[src/rtl/gpio_pkg.sv]
package gpio_pkg;

  // Byte offsets of the register map.
  localparam int unsigned OFS_FER   = 'h00;
  localparam int unsigned OFS_DATA  = 'h04;
  localparam int unsigned OFS_DCLR  = 'h08;
  localparam int unsigned OFS_DSET  = 'h0C;
  localparam int unsigned OFS_RCLR  = 'h10;
  localparam int unsigned OFS_RSET  = 'h14;
  localparam int unsigned OFS_INEN  = 'h18;
  localparam int unsigned OFS_MUX   = 'h1C;

  // One-hot write selects produced by the decoder.
  typedef struct packed {
    logic fer;
    logic data;
    logic dclr;
    logic dset;
    logic rclr;
    logic rset;
    logic inen;
    logic mux;
  } gpio_sel_t;

endpackage

[src/rtl/gpio_wr_decode.sv]
module gpio_wr_decode
  import gpio_pkg::*;
#(
  parameter int ADDR_W = 6
) (
  input  logic              wr_en,
  input  logic [ADDR_W-1:0] wr_addr,
  input  logic              wr_wide,
  output gpio_sel_t         sel,
  output logic              bad_width,
  output logic              bad_addr
);

  logic to_mux;
  logic width_ok;

  assign to_mux   = (wr_addr == ADDR_W'(OFS_MUX));
  // Width rule comes first: mux needs 32-bit, everything else 16-bit.
  assign width_ok = to_mux ? wr_wide : !wr_wide;

  always_comb begin
    sel       = '0;
    bad_width = 1'b0;
    bad_addr  = 1'b0;
    if (wr_en) begin
      if (!width_ok) begin
        bad_width = 1'b1;
      end else begin
        case (wr_addr)
          ADDR_W'(OFS_FER):  sel.fer  = 1'b1;
          ADDR_W'(OFS_DATA): sel.data = 1'b1;
          ADDR_W'(OFS_DCLR): sel.dclr = 1'b1;
          ADDR_W'(OFS_DSET): sel.dset = 1'b1;
          ADDR_W'(OFS_RCLR): sel.rclr = 1'b1;
          ADDR_W'(OFS_RSET): sel.rset = 1'b1;
          ADDR_W'(OFS_INEN): sel.inen = 1'b1;
          ADDR_W'(OFS_MUX):  sel.mux  = 1'b1;
          default:           bad_addr = 1'b1;
        endcase
      end
    end
  end

endmodule

[src/rtl/gpio_bitreg.sv]
module gpio_bitreg #(
  parameter int W = 16
) (
  input  logic         clk,
  input  logic         rst_n,
  input  logic         ld,
  input  logic         set,
  input  logic         clr,
  input  logic [W-1:0] wdata,
  output logic [W-1:0] q,
  output logic [W-1:0] q_nxt
);

  always_comb begin
    q_nxt = q;
    if (ld)  q_nxt = wdata;
    if (set) q_nxt = q_nxt | wdata;
    if (clr) q_nxt = q_nxt & ~wdata;
  end

  always_ff @(posedge clk or negedge rst_n) begin
    if (!rst_n) q <= '0;
    else        q <= q_nxt;
  end

endmodule

[src/rtl/gpio_port_ctl.sv]
module gpio_port_ctl
  import gpio_pkg::*;
#(
  parameter int ADDR_W = 6,
  parameter int PIN_W  = 16,
  parameter int MUX_W  = 32
) (
  input  logic              clk,
  input  logic              rst_n,
  input  logic              wr_en,
  input  logic [ADDR_W-1:0] wr_addr,
  input  logic              wr_wide,
  input  logic [MUX_W-1:0]  wr_data,
  output logic              err_width,
  output logic              err_addr,
  output logic [PIN_W-1:0]  pin_out,
  output logic [PIN_W-1:0]  pin_oe,
  output logic [PIN_W-1:0]  func_en,
  output logic [PIN_W-1:0]  pin_in_en,
  output logic [MUX_W-1:0]  mux_sel
);

  gpio_sel_t        sel;
  logic             bad_width_c;
  logic             bad_addr_c;
  logic [PIN_W-1:0] half;
  logic [PIN_W-1:0] data_q, data_nxt;
  logic [PIN_W-1:0] dir_q, dir_nxt;
  logic [PIN_W-1:0] fer_nxt, inen_nxt;
  logic [MUX_W-1:0] mux_nxt;
  logic             pin_upd;
  logic [PIN_W-1:0] pin_q;
  logic             err_w_q, err_a_q;

  assign half = wr_data[PIN_W-1:0];

  gpio_wr_decode #(.ADDR_W(ADDR_W)) u_dec (
    .wr_en     (wr_en),
    .wr_addr   (wr_addr),
    .wr_wide   (wr_wide),
    .sel       (sel),
    .bad_width (bad_width_c),
    .bad_addr  (bad_addr_c)
  );

  gpio_bitreg #(.W(PIN_W)) u_fer (
    .clk(clk), .rst_n(rst_n), .ld(sel.fer), .set(1'b0), .clr(1'b0),
    .wdata(half), .q(func_en), .q_nxt(fer_nxt)
  );

  gpio_bitreg #(.W(PIN_W)) u_data (
    .clk(clk), .rst_n(rst_n), .ld(sel.data), .set(sel.dset), .clr(sel.dclr),
    .wdata(half), .q(data_q), .q_nxt(data_nxt)
  );

  gpio_bitreg #(.W(PIN_W)) u_dir (
    .clk(clk), .rst_n(rst_n), .ld(1'b0), .set(sel.rset), .clr(sel.rclr),
    .wdata(half), .q(dir_q), .q_nxt(dir_nxt)
  );

  gpio_bitreg #(.W(PIN_W)) u_inen (
    .clk(clk), .rst_n(rst_n), .ld(sel.inen), .set(1'b0), .clr(1'b0),
    .wdata(half), .q(pin_in_en), .q_nxt(inen_nxt)
  );

  gpio_bitreg #(.W(MUX_W)) u_mux (
    .clk(clk), .rst_n(rst_n), .ld(sel.mux), .set(1'b0), .clr(1'b0),
    .wdata(wr_data), .q(mux_sel), .q_nxt(mux_nxt)
  );

  // Pin values refresh only on writes that touch data or set direction.
  assign pin_upd = sel.data | sel.dset | sel.dclr | sel.rset;

  always_ff @(posedge clk or negedge rst_n) begin
    if (!rst_n) begin
      pin_q   <= '0;
      err_w_q <= 1'b0;
      err_a_q <= 1'b0;
    end else begin
      err_w_q <= bad_width_c;
      err_a_q <= bad_addr_c;
      if (pin_upd) pin_q <= (pin_q & pin_in_en) | (data_nxt & ~pin_in_en);
    end
  end

  assign pin_out   = pin_q;
  assign pin_oe    = dir_q & ~pin_in_en;
  assign err_width = err_w_q;
  assign err_addr  = err_a_q;

  // Error kinds never overlap.
  assert_err_exclusive_R9: assert property (@(posedge clk) disable iff (!rst_n)
    !(err_width && err_addr));

  // A width error leaves every register and output as it was.
  assert_width_err_quiet_R9: assert property (@(posedge clk) disable iff (!rst_n)
    err_width |-> ($stable(mux_sel) && $stable(func_en) && $stable(pin_in_en)
                   && $stable(pin_oe) && $stable(pin_out)));

  // An unmapped offset leaves every register and output as it was.
  assert_addr_err_quiet_R10: assert property (@(posedge clk) disable iff (!rst_n)
    err_addr |-> ($stable(mux_sel) && $stable(func_en) && $stable(pin_in_en)
                  && $stable(pin_oe) && $stable(pin_out)));

  // No write, no change of pin values.
  assert_pin_idle_hold_R7: assert property (@(posedge clk) disable iff (!rst_n)
    !wr_en |=> $stable(pin_out));

  // Input-enabled pins never change their presented value.
  assert_inen_pin_hold_R7: assert property (@(posedge clk) disable iff (!rst_n)
    wr_en |=> (((pin_out ^ $past(pin_out)) & $past(pin_in_en)) == '0));

  // Errors are single-cycle pulses when the write port goes idle.
  assert_err_pulse_R10: assert property (@(posedge clk) disable iff (!rst_n)
    !wr_en |=> (!err_width && !err_addr));

endmodule

[config.mk]
export PLATFORM = sky130hd
export DESIGN_NAME = gpio_port_ctl
export DESIGN_NICKNAME = d
export VERILOG_FILES = /design/src/rtl/gpio_pkg.sv /design/src/rtl/gpio_wr_decode.sv /design/src/rtl/gpio_bitreg.sv /design/src/rtl/gpio_port_ctl.sv
export SDC_FILE = /design/constraint.sdc
export NUM_CORES = 1
export LEC_CHECK = 0
export ABC_AREA = 1
export BUFFER_PORTS_ARGS = -buffer_cell sky130_fd_sc_hd__buf_2
export CORE_MARGIN = 4
export CORE_UTILIZATION = 25
export CTS_CLUSTER_SIZE = 8
export DETAILED_ROUTE_END_ITERATION = 10
export GPL_TIMING_DRIVEN = 1
export SYNTH_ARGS = -nofsm -noshare
export SYNTH_HDL_FRONTEND = slang
export SYNTH_SLANG_ARGS = --single-unit
[constraint.sdc]
create_clock -name clk -period 0.8 [get_ports clk]
set_input_delay 0.2 -clock clk [delete_from_list [all_inputs] [get_ports clk]]
set_output_delay 0.2 -clock clk [all_outputs]
set_load 0.005 [all_outputs]
# ---- Yosys cells after proc, flatten, opt, wreduce, memory -nomap -nowiden
# Index checks and enable logic that the tools add are counted.
dict set report totals {
  inputBits 42
  wordCells 52
  latchBits 0
  rom_bits 0
  reg_bits 114
  memories 0
  output_inout_bits 98
  ram_bits 0
}
dict set report classes {
  eq_ne 7
  order_cmp 0
  n_reduce_logical 3
  n_bitwise 13
  shift 0
  add_sub_neg 0
  muxes 21
  multipliers 0
  div_mod_pow 0
}
# operator count
set op_table {}
lappend op_table {{16-bit bitwise AND} 5}
lappend op_table {{16-bit 2-to-1 mux} 5}
lappend op_table {{16-bit bitwise OR} 3}
lappend op_table {{16-bit inverter} 2}
lappend op_table {{6-bit by 5-bit == test with 1-bit output, second input constant} 4}
lappend op_table {{8-bit 2-to-1 mux} 2}
lappend op_table {{1-bit 2-to-1 mux} 14}
lappend op_table {{6-bit by 4-bit == test with 1-bit output, second input constant} 2}
lappend op_table {{8-bit OR reduction} 1}
lappend op_table {{6-bit by 3-bit == test with 1-bit output, second input constant} 1}
lappend op_table {{6-bit logical NOT} 1}
lappend op_table {{1-bit bitwise OR} 3}
lappend op_table {{1-bit logical NOT} 1}

# ---- Logic depth before layout (Yosys ltp)
dict set report depth {
  word_depth 11
  depth_mapped 15
  ltp_nobuf 13
}

# ---- Hierarchy
# Synthesis repeated with hierarchy kept, for this count alone.
dict set report hier_totals {
  hier_cells 793
  area_unflattened_um2 5936.9
}
# module area_each_um2 instances cells_each
set by_module_without_submodules {}
lappend by_module_without_submodules {{gpio_bitreg at u_data ...} 799.5 4 102}
lappend by_module_without_submodules {{gpio_bitreg at u_mux} 1604.0 1 205}
lappend by_module_without_submodules {gpio_port_ctl 938.4 1 137}
lappend by_module_without_submodules {gpio_wr_decode 196.4 1 43}

# ---- Least setup slack after synthesis
# Ideal clock, no wire load.
dict set report synth_timing {
  path_type {input-to-reg}
  from {input wr_addr[5]}
  to {register with a tool-made name}
  n_path_buf 2
  setup_ns 0.116
  slack_ns -1.043
  arrival_ns 1.726
  required_time_ns 0.684
  cell_stages 14
  cell_sequence {inv_1 nand2_1 nor4_1 ha_1 inv_1 nand2_2 nor2_4 buf_6 nand2_1 nand3_2 buf_6 nand2_1 nand2_1 nand2_1}
}
# item line_no
set synth_rtl {}
lappend synth_rtl {{start, declared} gpio_port_ctl.sv:11} ;# input logic [ADDR_W-1:0] wr_addr,

==> results.toml <==
[grt]
grt_start_max_net_pins = 38
antenna_found_initial = 0
grt_pass1_vias = 4403
grt_pass1_wl_um = 24230
grt_usage_pct = 14.49
grt.overflow.total = 0

[layout]
drive_gt1_share_pct = 51.29
seqCellArea_um2 = 2853
area_delta_synth_final_pct = 66.30
fillCellCount = 1811
final_nets = 841
diodes = 0
fin_util_pct = 42.34
multi_input_area_um2 = 1871
finalInstanceArea_um2 = 7946

[synth]
synth-simple-area-share_pct = 18.33
syn_inst = 520
syn_nets = 563
yosys_most_used_dff = "dfrtp_1"
ys_ff_latch = 114
synth.most_common_cell = "nand2_1"
yosysSeqAreaShare_pct = 59.70
synth-xor-area-share_pct = 0
synthMuxAreaShare_pct = 3.771
synthAdderAreaFrac_pct = 0.2618
synth.yosys.warnings = 0
synth_top_family_by_area = "simple AND/OR/NAND/NOR gates"
syn_area_per_cell_um2 = 9.189
synthTopCellsByCount = "nand2_1 (153), dfrtp_1 (114), inv_1 (61)"
synthDistinctLibCells = 25
synth_area_leaders = "dfrtp_1 (60%), nand2_1 (12%), inv_1 (4.8%)"
synth_edf_count = 0
synth.top_cell.area_share_pct = 59.70
synth-compound-area-share_pct = 10.11
yosysTopAreaCell = "dfrtp_1"
syn_area_um2 = 4778
asyncSetResetFlopFracSynth_pct = 100.0

[drt]
vias = 4481
drt-vias-per-instance = 4.288
drt_iter0_drc = 160
route.detailed.drc = 0
drtPass1Iterations = 5
drtAntennaViolNets = 0
wl_um = 15920
post_drt_wl_per_cell_um = 15.23

[critical_path]
required_ns = 1.11
path_max_fanout = 8
crit_type = "in -> reg"
crit_start = "wr_addr[1]"
reg2reg_depth = 6
worstPathArrival_ns = 1.84
critPathCaptureType = "flop"
cp_common_cell = "nand2_4"
crit_chain = "buf_12 > inv_12 > nand2_4 > nor4_4 > ha_1 > inv_2 > nand2_4 > buf_6 > nor2_4 > nand2_2 > nand3_4 > buf_12 > nand2_4 > nand2_2 > nand2_1"
max_stage_delay_ns = 0.29
cp-start-kind = "input port"
cpMaxStageDelayCell = "ha_1"
r2r-start = "u_inen.q[11]"

[power]
cellPowerDensity_nw_per_um2 = 2093
p_switching_uw = 4307
p_int_uw = 12330
comb_power_share_pct = 14.8
leakage_uw = 0.004262
vdd_drop_max_uv = 1448
seqPwrFrac_pct = 39.5
netSwitchingFraction_pct = 25.90
clockPowerShare_pct = 45.6

[run]
cap_violations = 0

[placement]
dp_hpwl_um = 10230
io_buffers = 139
pre_cts_ws_ns = -1.247
placed_cell_area_um2 = 6365
gp_congestion = 0.7306

[sta]
clock_skew_ns = 0.005616
fin_tns_setup_ns = -92.47
fmax_mhz = 653.7
finalHoldViolCount = 0
finalWorstSetupSlack_ns = -0.7297
min_period_over_period_pct = 191.2
tightest_slew_ns = 0.3090
setup_viol = 212
fin_crit_ns = 1.530
drv_slew = 0
slew_headroom_pct = 79.32
rsz0062_at_grt = "yes"

[clock_network]
cts_buffers = 17
cts_max_level = 4
clock_latency_ns = 0.42
cts_sinks = 114
cts_tree = "yes"
clk_path_buf_depth = 2
root_buffer = "clkbuf_16"
clk_pin_slew_ns = 0.06

[floorplanning]
die_area_um2 = 21390
rows = 50
start_util_pct = 25.46
pin_count = 140
die_h_um = 146.3
die_w_um = 146.3
core_area_um2 = 18770

[min_path]
hp-class = "in -> reg"
min_path_cells = 2
min_from = "wr_data[22]"

[run_status]
violations = "setup timing"
run_status = "finished, violations left"
[cell type report]
class / count / area share, %
sequential: 114 / 35.90
inverter: 73 / 3.700
multi-input combinational: 314 / 23.54
clock inverter: 13 / 1.716
tap: 234 / 3.684
timing repair buffer: 278 / 25.76
clock buffer: 19 / 5.700
[cell usage in the layout (no fill, tap or decap), types with 2 or more instances in the layout]
| cell type | n |
|---|---|
| buf_2 | 133 |
| dfrtp_1 | 114 |
| nand2_1 | 107 |
| buf_4 | 104 |
| inv_1 | 47 |
| nor2_1 | 32 |
| nand2_2 | 30 |
| o21ai_1 | 26 |
| o21ai_0 | 22 |
| nand2_4 | 20 |
| clkbuf_16 | 19 |
| inv_2 | 17 |
| nand3_1 | 17 |
| a21oi_2 | 17 |
| mux2_2 | 16 |
| buf_12 | 14 |
| buf_6 | 12 |
| dlygate4sd3_1 | 12 |
| a22oi_1 | 11 |
| clkinv_1 | 6 |
| a22oi_2 | 5 |
| clkinv_4 | 4 |
| nor2_2 | 4 |
| clkinv_2 | 4 |
| clkinvlp_4 | 4 |
| nor2_4 | 2 |
| clkbuf_8 | 2 |
| bufinv_16 | 2 |
[worst max-delay path, delay by kind of cell]
family	cells	cell delay (ns)
AND/OR/NAND/NOR	9	0.79
buffers and inverters	5	0.53
adder cells (fa/ha/maj)	1	0.29
[power by group through the flow]
stage | registers, uW | logic (uW) | clock network [uW]
6_report | 6580 | 2460 | 7590
4_1_cts | 6560 | 2280 | 7730
5_1_grt | 6630 | 2740 | 8020
3_3_place_gp | 6660 | 1830 | 0
2_1_floorplan | 6650 | 724 | 0
3_5_place_dp | 6660 | 1860 | 0
[what timing repair did]
| action | CTS | global route |
|---|---|---|
| cloned | 0 | 3 |
| gates resized for setup | 70 | 51 |
| pin swaps | 34 | 21 |
| endpoints found under the hold margin | 125 | 0 |
| hold buffers | 12 | 0 |
| endpoints found under the setup margin | 211 | 212 |
| setup buffers | 41 | 24 |
[through the flow]
stage	cells	power [uW]	hold slack (ns)
2_1_floorplan	520	7373	-0.09559
3_3_place_gp	934	8492	0.1095
3_5_place_dp	934	8526	0.1171
4_1_cts	1018	16570	0.0001642
5_1_grt	1045	17390	0.009610
6_report	1045	16630	0.01985
[path summary, 6_finish.rpt]
| kind | end | slack (ns) |
|---|---|---|
| setup / recovery | flop | -0.73 |
| hold / removal | u_mux.q[22] | 0.02 |
| setup reg to reg | flop | -0.23 |
| hold reg to reg | flop | 0.48 |
| max in group asynchronous | u_mux.q[1] | 0.08 |
| min in group asynchronous | asynchronous set/reset pin | 0.22 |
[cell families (layout without fill, tap and decap cells)]
logic type,Yosys count,after routing
adders and majority gates,1,1
muxes,16,16
DFF,114,114
AOI/OAI and AO/OA,81,81
and+or+nand+nor,216,216
buffers and inverters,92,383
[routing by layer]
metal  routed length (um)  GRT usage (%)
met5                    0              0
met4                  179          3.857
met3                  852          4.500
met2                 7745          23.85
met1                 7137          18.58
No activity file was read; power rests on OpenSTA's default activity.
